`src/rtl/dsp_pkg.sv`:
```
package dsp_pkg;
  localparam int BYTE_W = 8;

  // Strobes from control to datapath, one system clock wide
  typedef struct packed {
    logic frameStart;  // framing line fell
    logic commit;      // framing line rose
    logic shiftIn;     // sample a write bit
    logic bitIn;       // the sampled bit
    logic byteDone;    // this sample completes a byte
    logic shiftOut;    // advance read-back bit
  } strobe_t;

  // Command fields, same packing as bits 6..0 of the first command byte
  typedef struct packed {
    logic       sensorOff;
    logic [2:0] bright;
    logic       standby;
    logic       hold;
    logic       reverse;
  } cmd_t;
endpackage

```
`src/rtl/dsp_ctrl.sv`:
```
module dsp_ctrl
  import dsp_pkg::*;
#(
  parameter int SYNC_STAGES = 2,
  parameter int IDX_W       = 5
) (
  input  logic             clk,
  input  logic             rstN,
  input  logic             sckIn,
  input  logic             reqIn,
  input  logic             dataIn,
  output strobe_t          strb,
  output logic [IDX_W-1:0] byteIdx
);
  localparam int PIPE_W = SYNC_STAGES + 1;
  localparam int BIT_W  = $clog2(BYTE_W);
  localparam logic [IDX_W-1:0] IDX_MAX = '1;

  logic [PIPE_W-1:0] sckPipe, reqPipe, datPipe;
  logic sckNow, sckPrev, reqNow, reqPrev, datNow;
  logic sckRise, sckFall, reqRise, reqFall;
  logic [BIT_W-1:0] bitCnt;

  always_ff @(posedge clk or negedge rstN) begin
    if (!rstN) begin
      sckPipe <= '0;
      reqPipe <= '1;
      datPipe <= '0;
    end else begin
      sckPipe <= {sckPipe[PIPE_W-2:0], sckIn};
      reqPipe <= {reqPipe[PIPE_W-2:0], reqIn};
      datPipe <= {datPipe[PIPE_W-2:0], dataIn};
    end
  end

  assign sckNow  = sckPipe[SYNC_STAGES-1];
  assign sckPrev = sckPipe[SYNC_STAGES];
  assign reqNow  = reqPipe[SYNC_STAGES-1];
  assign reqPrev = reqPipe[SYNC_STAGES];
  assign datNow  = datPipe[SYNC_STAGES-1];

  assign sckRise = sckNow & ~sckPrev;
  assign sckFall = ~sckNow & sckPrev;
  assign reqRise = reqNow & ~reqPrev;
  assign reqFall = ~reqNow & reqPrev;

  always_comb begin
    strb.frameStart = reqFall;
    strb.commit     = reqRise;
    strb.shiftIn    = sckRise & ~reqNow;
    strb.bitIn      = datNow;
    strb.byteDone   = sckRise & ~reqNow & (bitCnt == BIT_W'(BYTE_W - 1));
    strb.shiftOut   = sckFall & reqNow;
  end

  always_ff @(posedge clk or negedge rstN) begin
    if (!rstN) begin
      bitCnt  <= '0;
      byteIdx <= '0;
    end else if (strb.frameStart) begin
      bitCnt  <= '0;
      byteIdx <= '0;
    end else if (strb.shiftIn) begin
      bitCnt <= bitCnt + 1'b1;
      if (strb.byteDone && byteIdx != IDX_MAX)
        byteIdx <= byteIdx + 1'b1;
    end
  end
endmodule

```
`src/rtl/dsp_datapath.sv`:
```
module dsp_datapath
  import dsp_pkg::*;
#(
  parameter int NUM_REGS = 8,
  parameter int DUTY_W   = 6,
  parameter int IDX_W    = 5,
  parameter int SEL_W    = 3
) (
  input  logic                       clk,
  input  logic                       rstN,
  input  strobe_t                    strb,
  input  logic [IDX_W-1:0]           byteIdx,
  input  logic [SEL_W-1:0]           selIdx,
  output cmd_t                       cfg,
  output logic [1:0]                 divide,
  output logic [NUM_REGS*DUTY_W-1:0] dutyFlat,
  output logic                       dataOut,
  output logic                       dataOe
);
  logic [BYTE_W-1:0] rxShift, newByte;
  logic frameCmd, frameDuty, isDutyByte, isCmdByte;
  cmd_t stCmd1;
  logic [1:0] stDiv;
  logic haveCmd2, badThird;
  logic [NUM_REGS-1:0] stMask;
  logic [DUTY_W-1:0] stDuty [NUM_REGS];
  logic [NUM_REGS-1:0] readShift;
  logic readActive;

  assign newByte    = {rxShift[BYTE_W-2:0], strb.bitIn};
  assign isDutyByte = (byteIdx == '0) ? newByte[BYTE_W-1] : frameDuty;
  assign isCmdByte  = (byteIdx == '0) ? ~newByte[BYTE_W-1] : frameCmd;

  // Receive shift register
  always_ff @(posedge clk or negedge rstN) begin
    if (!rstN) rxShift <= '0;
    else if (strb.shiftIn) rxShift <= newByte;
  end

  // Frame type and command staging
  always_ff @(posedge clk or negedge rstN) begin
    if (!rstN) begin
      frameCmd  <= 1'b0;
      frameDuty <= 1'b0;
      stCmd1    <= '0;
      stDiv     <= '0;
      haveCmd2  <= 1'b0;
      badThird  <= 1'b0;
    end else if (strb.frameStart) begin
      frameCmd  <= 1'b0;
      frameDuty <= 1'b0;
      haveCmd2  <= 1'b0;
      badThird  <= 1'b0;
    end else if (strb.byteDone) begin
      if (byteIdx == '0) begin
        frameCmd  <= ~newByte[BYTE_W-1];
        frameDuty <= newByte[BYTE_W-1];
      end
      if (isCmdByte) begin
        if (byteIdx == IDX_W'(0)) stCmd1 <= cmd_t'(newByte[6:0]);
        if (byteIdx == IDX_W'(1)) begin
          stDiv    <= newByte[1:0];
          haveCmd2 <= 1'b1;
        end
        if (byteIdx == IDX_W'(2)) badThird <= (newByte != '0);
      end
    end
  end

  // Committed command fields
  always_ff @(posedge clk or negedge rstN) begin
    if (!rstN) begin
      cfg    <= '0;
      divide <= '0;
    end else if (strb.commit && frameCmd && !badThird) begin
      cfg <= stCmd1;
      if (haveCmd2) divide <= stDiv;
    end
  end

  // Per-register duty staging and commit
  for (genvar k = 0; k < NUM_REGS; k++) begin : gDuty
    logic [DUTY_W-1:0] dutyReg;

    always_ff @(posedge clk or negedge rstN) begin
      if (!rstN) begin
        stDuty[k] <= '0;
        stMask[k] <= 1'b0;
      end else if (strb.frameStart) begin
        stMask[k] <= 1'b0;
      end else if (strb.byteDone && isDutyByte && byteIdx == IDX_W'(k)) begin
        stDuty[k] <= newByte[DUTY_W-1:0];
        stMask[k] <= 1'b1;
      end
    end

    always_ff @(posedge clk or negedge rstN) begin
      if (!rstN) dutyReg <= '0;
      else if (strb.commit && frameDuty && stMask[k]) dutyReg <= stDuty[k];
    end

    assign dutyFlat[k*DUTY_W +: DUTY_W] = dutyReg;
  end

  // Read-back: one-hot selection, MSB first
  always_ff @(posedge clk or negedge rstN) begin
    if (!rstN) begin
      readShift  <= '0;
      readActive <= 1'b0;
    end else if (strb.frameStart) begin
      readActive <= 1'b0;
    end else if (strb.commit) begin
      readActive <= frameCmd;
      readShift  <= NUM_REGS'(1) << selIdx;
    end else if (strb.shiftOut && readActive) begin
      readShift <= {readShift[NUM_REGS-2:0], 1'b0};
    end
  end

  assign dataOut = readActive & readShift[NUM_REGS-1];
  assign dataOe  = readActive;
endmodule

```
`src/rtl/dim_serial_port.sv`:
```
module dim_serial_port
  import dsp_pkg::*;
#(
  parameter int NUM_REGS    = 8,
  parameter int DUTY_W      = 6,
  parameter int SYNC_STAGES = 2,
  parameter int SEL_W       = $clog2(NUM_REGS)
) (
  input  logic                       clk,
  input  logic                       rstN,
  input  logic                       sckIn,
  input  logic                       reqIn,
  input  logic                       dataIn,
  input  logic [SEL_W-1:0]           selIdx,
  output logic                       dataOut,
  output logic                       dataOe,
  output logic                       sensorOff,
  output logic [2:0]                 brightSel,
  output logic                       standby,
  output logic                       holdSel,
  output logic                       reverseMap,
  output logic [1:0]                 divideSel,
  output logic [NUM_REGS*DUTY_W-1:0] dutyFlat
);
  localparam int IDX_W = $clog2(NUM_REGS) + 2;

  strobe_t          strb;
  logic [IDX_W-1:0] byteIdx;
  cmd_t             cfgBits;

  dsp_ctrl #(.SYNC_STAGES(SYNC_STAGES), .IDX_W(IDX_W)) uCtrl (
    .clk(clk), .rstN(rstN), .sckIn(sckIn), .reqIn(reqIn), .dataIn(dataIn),
    .strb(strb), .byteIdx(byteIdx)
  );

  dsp_datapath #(.NUM_REGS(NUM_REGS), .DUTY_W(DUTY_W), .IDX_W(IDX_W), .SEL_W(SEL_W)) uPath (
    .clk(clk), .rstN(rstN), .strb(strb), .byteIdx(byteIdx), .selIdx(selIdx),
    .cfg(cfgBits), .divide(divideSel), .dutyFlat(dutyFlat),
    .dataOut(dataOut), .dataOe(dataOe)
  );

  assign sensorOff  = cfgBits.sensorOff;
  assign brightSel  = cfgBits.bright;
  assign standby    = cfgBits.standby;
  assign holdSel    = cfgBits.hold;
  assign reverseMap = cfgBits.reverse;
endmodule

```
`config.mk`:
```
export PLATFORM = sky130hd
export DESIGN_NAME = dim_serial_port
export DESIGN_NICKNAME = d
export VERILOG_FILES = /design/src/rtl/dsp_pkg.sv /design/src/rtl/dsp_ctrl.sv /design/src/rtl/dsp_datapath.sv /design/src/rtl/dim_serial_port.sv
export SDC_FILE = /design/constraint.sdc
export NUM_CORES = 1
export LEC_CHECK = 0
export BUFFER_PORTS_ARGS = -buffer_cell sky130_fd_sc_hd__buf_2
export CORE_AREA = 2 2 116 118
export CTS_CLUSTER_DIAMETER = 120
export DETAILED_ROUTE_END_ITERATION = 10
export DIE_AREA = 0 0 118 120
export GPL_TIMING_DRIVEN = 0
export PLACE_DENSITY = 0.68
export SETUP_SLACK_MARGIN = 0.02
export SLEW_MARGIN = 20
export SYNTH_ARGS = -nofsm -noshare
export SYNTH_HDL_FRONTEND = slang
export SYNTH_SLANG_ARGS = --single-unit
```
`constraint.sdc`:
```
create_clock -name clk -period 4 [get_ports clk]
set_input_delay 0.4 -clock clk [delete_from_list [all_inputs] [get_ports clk]]
set_output_delay 0.4 -clock clk [all_outputs]
set_load 0.01 [all_outputs]
```
# After elaboration in Yosys (flattened, before gate mapping)
# Index checks and enable logic that the tools add are counted.
# Widths: inputs -> output; s select.
[word_totals] reg_bits=158 input_bits=8
[classes] n_addsub=2 n_eq_ne=9 n_shift=1 muxes=39 bitwise_logic=14 reduce_logical=56
[op_table] op="$mux 1" n=32
[op_table] op="$reduce_bool 2->1" n=16
[op_table] op="$logic_and 1x1->1" n=22
[op_table] op="$reduce_and 2->1" n=11
[op_table] op="$eq 5x3->1 const B" n=4
[op_table] op="$mux 8" n=2
[op_table] op="$mux 5" n=3
[op_table] op="$eq 5x2->1 const B" n=2
[op_table] op="$and 1x1->1" n=8
[op_table] op="$reduce_and 4->1" n=2
[op_table] op="$reduce_bool 8->1" n=1
[op_table] op="$shl 1x3->8 const A" n=1
[op_table] op="$mux 3" n=2
[op_table] op="$not 1->1" n=6
[op_table] op="$reduce_and 3->1" n=2
[op_table] op="$add 5x1->5 const B" n=1
[op_table] op="$eq 5x1->1 const B" n=1
[op_table] op="$logic_not 5->1" n=1
[op_table] op="$ne 5x5->1 const B" n=1
[op_table] op="$add 3x1->3 const B" n=1
[op_table] op="$eq 3x3->1 const B" n=1
[op_table] op="$logic_not 1->1" n=1

# Depth between registers and ports, before layout
[depth] ltp_word=8 depth_mapped=7 ltp_nobuf=6

# By module
# From an unflattened synthesis, not the netlist that was laid out.
[unflattened] cells_unflattened=427 area_unflattened_um2=6213.5
[by_module_without_submodules] mod="dsp_datapath" instances=1 cells_per_inst=367 area_each_um2=5536.6 seq_area_each_um2=3553.4
[by_module_without_submodules] mod="dsp_ctrl" instances=1 cells_per_inst=60 area_each_um2=676.9 seq_area_each_um2=404.1

# Worst setup path after synthesis
# Ideal clock, no wire load.
[synth_path] path_type="register to register" startpoint="register uCtrl.reqPipe[1]" endpoint="register uPath.stDuty[24] (netlist name)" setup_ps=125 arrival_ps=1909 required_ps=3875 setup_slack_ps=1966 stages_incl_launch_ff=8 path_buffers=2 period_less_slack_ps=2034 cell_sequence="dfstp_2 inv_1 ha_1 buf_2 nor4bb_1 buf_2 nand4_2 mux2_2"
[synth_via] elab_chain_len=6
[synth_rtl] item="start: declaration" line="dsp_ctrl.sv:19" rtl="logic [PIPE_W-1:0] sckPipe, reqPipe, datPipe;"
[synth_rtl] item="start signal: assignment" line="dsp_ctrl.sv:31" rtl="reqPipe <= {reqPipe[PIPE_W-2:0], reqIn};"
[synth_rtl] item="$not 1->1 (*)" line="dsp_ctrl.sv:45, dsp_ctrl.sv:52"
[synth_rtl] item="$and 1x1->1 (2 in series)" line="dsp_ctrl.sv:52" rtl="strb.byteDone = sckRise & ~reqNow & (bitCnt == BIT_W'(BYTE_W - 1));"
[synth_rtl] item="$logic_and 1x1->1 (2 in series)" line="dsp_datapath.sv:91" rtl="end else if (strb.byteDone && isDutyByte && byteIdx == IDX_W'(k)) begin"
[synth_rtl] item="$reduce_and 2->1 (no line) (*)"
[synth_rtl] item="end signal: indexed assignment" line="dsp_datapath.sv:92" rtl="stDuty[k] <= newByte[DUTY_W-1:0];"
[synth_rtl] item="end: declaration" line="dsp_datapath.sv:26" rtl="logic [DUTY_W-1:0] stDuty [NUM_REGS];"
# Every way passes the cells marked *; elsewhere a longest branch is shown, timed or not.
# A chain may end at the register's enable or synchronous reset.

# Final worst setup path
[layout_path] startpoint="register uCtrl.reqPipe[1]" endpoint="register uPath.stDuty[34] (netlist name)"
# Same word-level chain as after synthesis.

==> qor.yml <==
final_core_util_pct: 58.44
timing.hold.ws_ns: 0.07887
post_cts_buffers: 0
stdcell_area_mm2: 0.007586
use_met3_pct: 4.658
clock-sinks: 158
die-area_mm2: 0.01416
ys_ff_latch: 158
crit_top_cell: "buf_2"
syn_nets: 459
required_ns: 4.30
hold_violations: 0
antenna_left: 0
yosysSeqAreaShare_pct: 62.57
dr_total_vias: 3739
drive_above_1_share_pct: 44.10
dr.first_iter.drc_count: 231
path_buf_inv: 3
grt_pass1_wl_um: 19710
grtUsageMet1_pct: 23.81
grt_pass1_vias: 3864
dp_cells: 685
relSlewSlack_pct: 52.45
path_clk_slew_ns: 0.06
start_util_pct: 48.73
syn-mean-instance-area_um2: 14.31
cts_tree: "built"
fmax_mhz: 437.7
slowest_delay_ns: 0.61
layout_common_cells: "155 x dfrtp_1, 124 x mux2_2, 68 x buf_2, 36 x nand2_1, 17 x clkbuf_16"
antenna_found_initial: 0
grt_max_degree: 90
yosys_warnings: 0
drv_cap: 0
tns_ns: 0
p_per_area_mw_per_mm2: 477.2
fin_crit_sh_pct: 57.11
nets: 546
path_delay_family: "flip-flops"
cp_data_arrival_time_ns: 2.59
path_cells: "inv_1 -> ha_1 -> buf_2 -> nor4bb_1 -> buf_2 -> nand4_2 -> mux2_2"
post-dp-hpwl_um: 7847
grtUsageTotal_pct: 18.06
fin_crit_ns: 2.285
first_pass_iters: 5
dieHeight_um: 120
critPathCaptureType: "flop"
setup_viol: 0
wl_per_cell_um: 16.42
total_power_mw: 3.620
syn_inst: 442
drc: 0
numCtsBuffers: 17
tightestPinTransition_ns: 0.7132
nFillCells: 1051
worstSetupPathType: "reg2reg"
num_rows: 42
status: "completed"
hp-class: "in2reg"
coreArea_mm2: 0.01298
io_buffers: 66
worstSetupStartpointType: "flop"
cts_root_buf: "clkbuf_16"
async_reset_ff_share_pct: 100.0
routed_wl_um: 11790
die_w_um: 118
grtUsageMet2_pct: 28.42
skew_ns: 0.01042
antenna_cells: 0
synth_top_area_cell: "dfrtp_1"
dpl_cell_area_mm2: 0.006913
p_leak_nw: 3.984
finalNonFillerCells: 718
busiest_layer: "met2"
maxSlewViolCount: 0
cpMaxStageDelayCell: "dfstp_2"
rsz0062_at_grt: "no"
synth.distinct_cells: 40
num_io_pins: 67
clkLatencyLatePin_ns: 0.43
fin_ws_ns: 1.715
synth_area_leaders: "dfrtp_1 61%, mux2_2 22%, nand2_1 2.1%"
synth_edf_count: 0
syn-cell-area_mm2: 0.006325
final_common_cell: "dfrtp_1"
place_ws_ns: 1.693
avgViaCountPerCell: 5.208
netlist.area_leader.share_pct: 61.33
peakVddDrop_v: 0.0002297
htree_levels: 4
gp_congestion: 0.7966
yosys_most_used_dff: "dfrtp_1"
cts_buffer_depth: 2
grt_overflow: 0
crit_fanout: 10
synthToLayoutAreaGrowth_pct: 19.94
==> routing by layer <==
layer  share of wire [%]  vias up
met3                 3.6       16
met5                   0        -
met4                 1.8        0
met2                  47       76
li1                    -     1740
met1                  48     1907
==> repair_timing <==
action | CTS | global route
hold buffers | 1 | 0
setup endpoints to repair | 0 | 0
endpoints found under the hold margin | 66 | 0
gates resized for setup | 0 | 0
==> report_power, final <==
part / leakage, nW / internal [mW] / total [mW] / switching (mW)
registers: 2.18 / 1.63 / 1.66 / 0.0273
clock network: 0.315 / 1.15 / 1.79 / 0.642
logic: 1.49 / 0.0500 / 0.170 / 0.120
total: 3.98 / 2.83 / 3.62 / 0.789
==> worst register-to-register path: stages, from the launching register on <==
cell      delay [ns]
dfstp_2         0.61
inv_1           0.07
ha_1            0.18
buf_2           0.18
nor4bb_1        0.24
buf_2           0.24
nand4_2         0.28
mux2_2          0.38
==> final cells by class <==
cell class                 instances  area (µm²)  area share (%)
tap                              176       220.2           2.903
timing repair buffer              68       377.9           4.981
multi-input combinational        255        2255           29.72
clock inverter                    12       206.4           2.721
clock buffer                      20       456.7           6.020
buffer                            14       56.30          0.7422
inverter                          15       56.30          0.7422
sequential                       158        3958           52.17
==> cells in the mapped netlist, drive strengths merged (2+ instances only) <==
cell type    n
inv         15
dfstp        3
mux2i        2
nor4         3
a21oi        8
nand3        8
and3         2
o2111ai      2
and4b        2
clkbuf      10
nor3b        2
o21ai       14
nor2b        5
nand2b       7
buf          4
nor2         3
ha           9
o2bb2ai      5
nand2       36
dfrtp      155
nand4        7
and2         4
mux2       124
==> registers in the layout (all words and copies together) (netlist names) <==
name                 cells
uPath.divide             2
uPath.badThird           1
uCtrl.datPipe            2
uPath.rxShift            7
uPath.dataOe             1
uPath.haveCmd2           1
uCtrl.byteIdx            5
uPath.readShift          8
uCtrl.sckPipe            3
uPath.stDuty            48
uPath.frameCmd           1
uPath.stDiv              2
uCtrl.bitCnt             3
uPath.stCmd1             7
uPath.stMask             8
uCtrl.reqPipe            3
uPath.frameDuty          1
uPath.gDuty.dutyReg     48
uPath.cfg                7
==> worst paths after layout <==
path                            slack (ns)  cells past startpoint              from                        end
worst min-delay path                  0.08                      1             reqIn           uCtrl.reqPipe[0]
min in group asynchronous             0.52                      2              rstN  uPath.gDuty[7].dutyReg[0]
max in group asynchronous             2.69                      3              rstN  uPath.gDuty[6].dutyReg[3]
worst max register to register        1.72                      7  uCtrl.reqPipe[1]           uPath.stDuty[34]
worst min register to register        0.35                      0  uCtrl.sckPipe[0]           uCtrl.sckPipe[1]
worst max-delay path                  1.72                      7  uCtrl.reqPipe[1]           uPath.stDuty[34]
==> cell families (layout without fill, tap and decap cells) <==
logic type               after synthesis  after routing  synth area share, %
AND/OR/NAND/NOR                       87             87                8.170
adder cells (fa/ha/maj)                9              9                1.780
flip-flops                           158            158                62.57
multiplexers                         126            126                22.39
AO/OA/AOI/OAI                         32             32                3.165
buffers and inverters                 29            129                1.780
XOR/XNOR                               1              1               0.1385
Power figures use the tool's default switching activity.
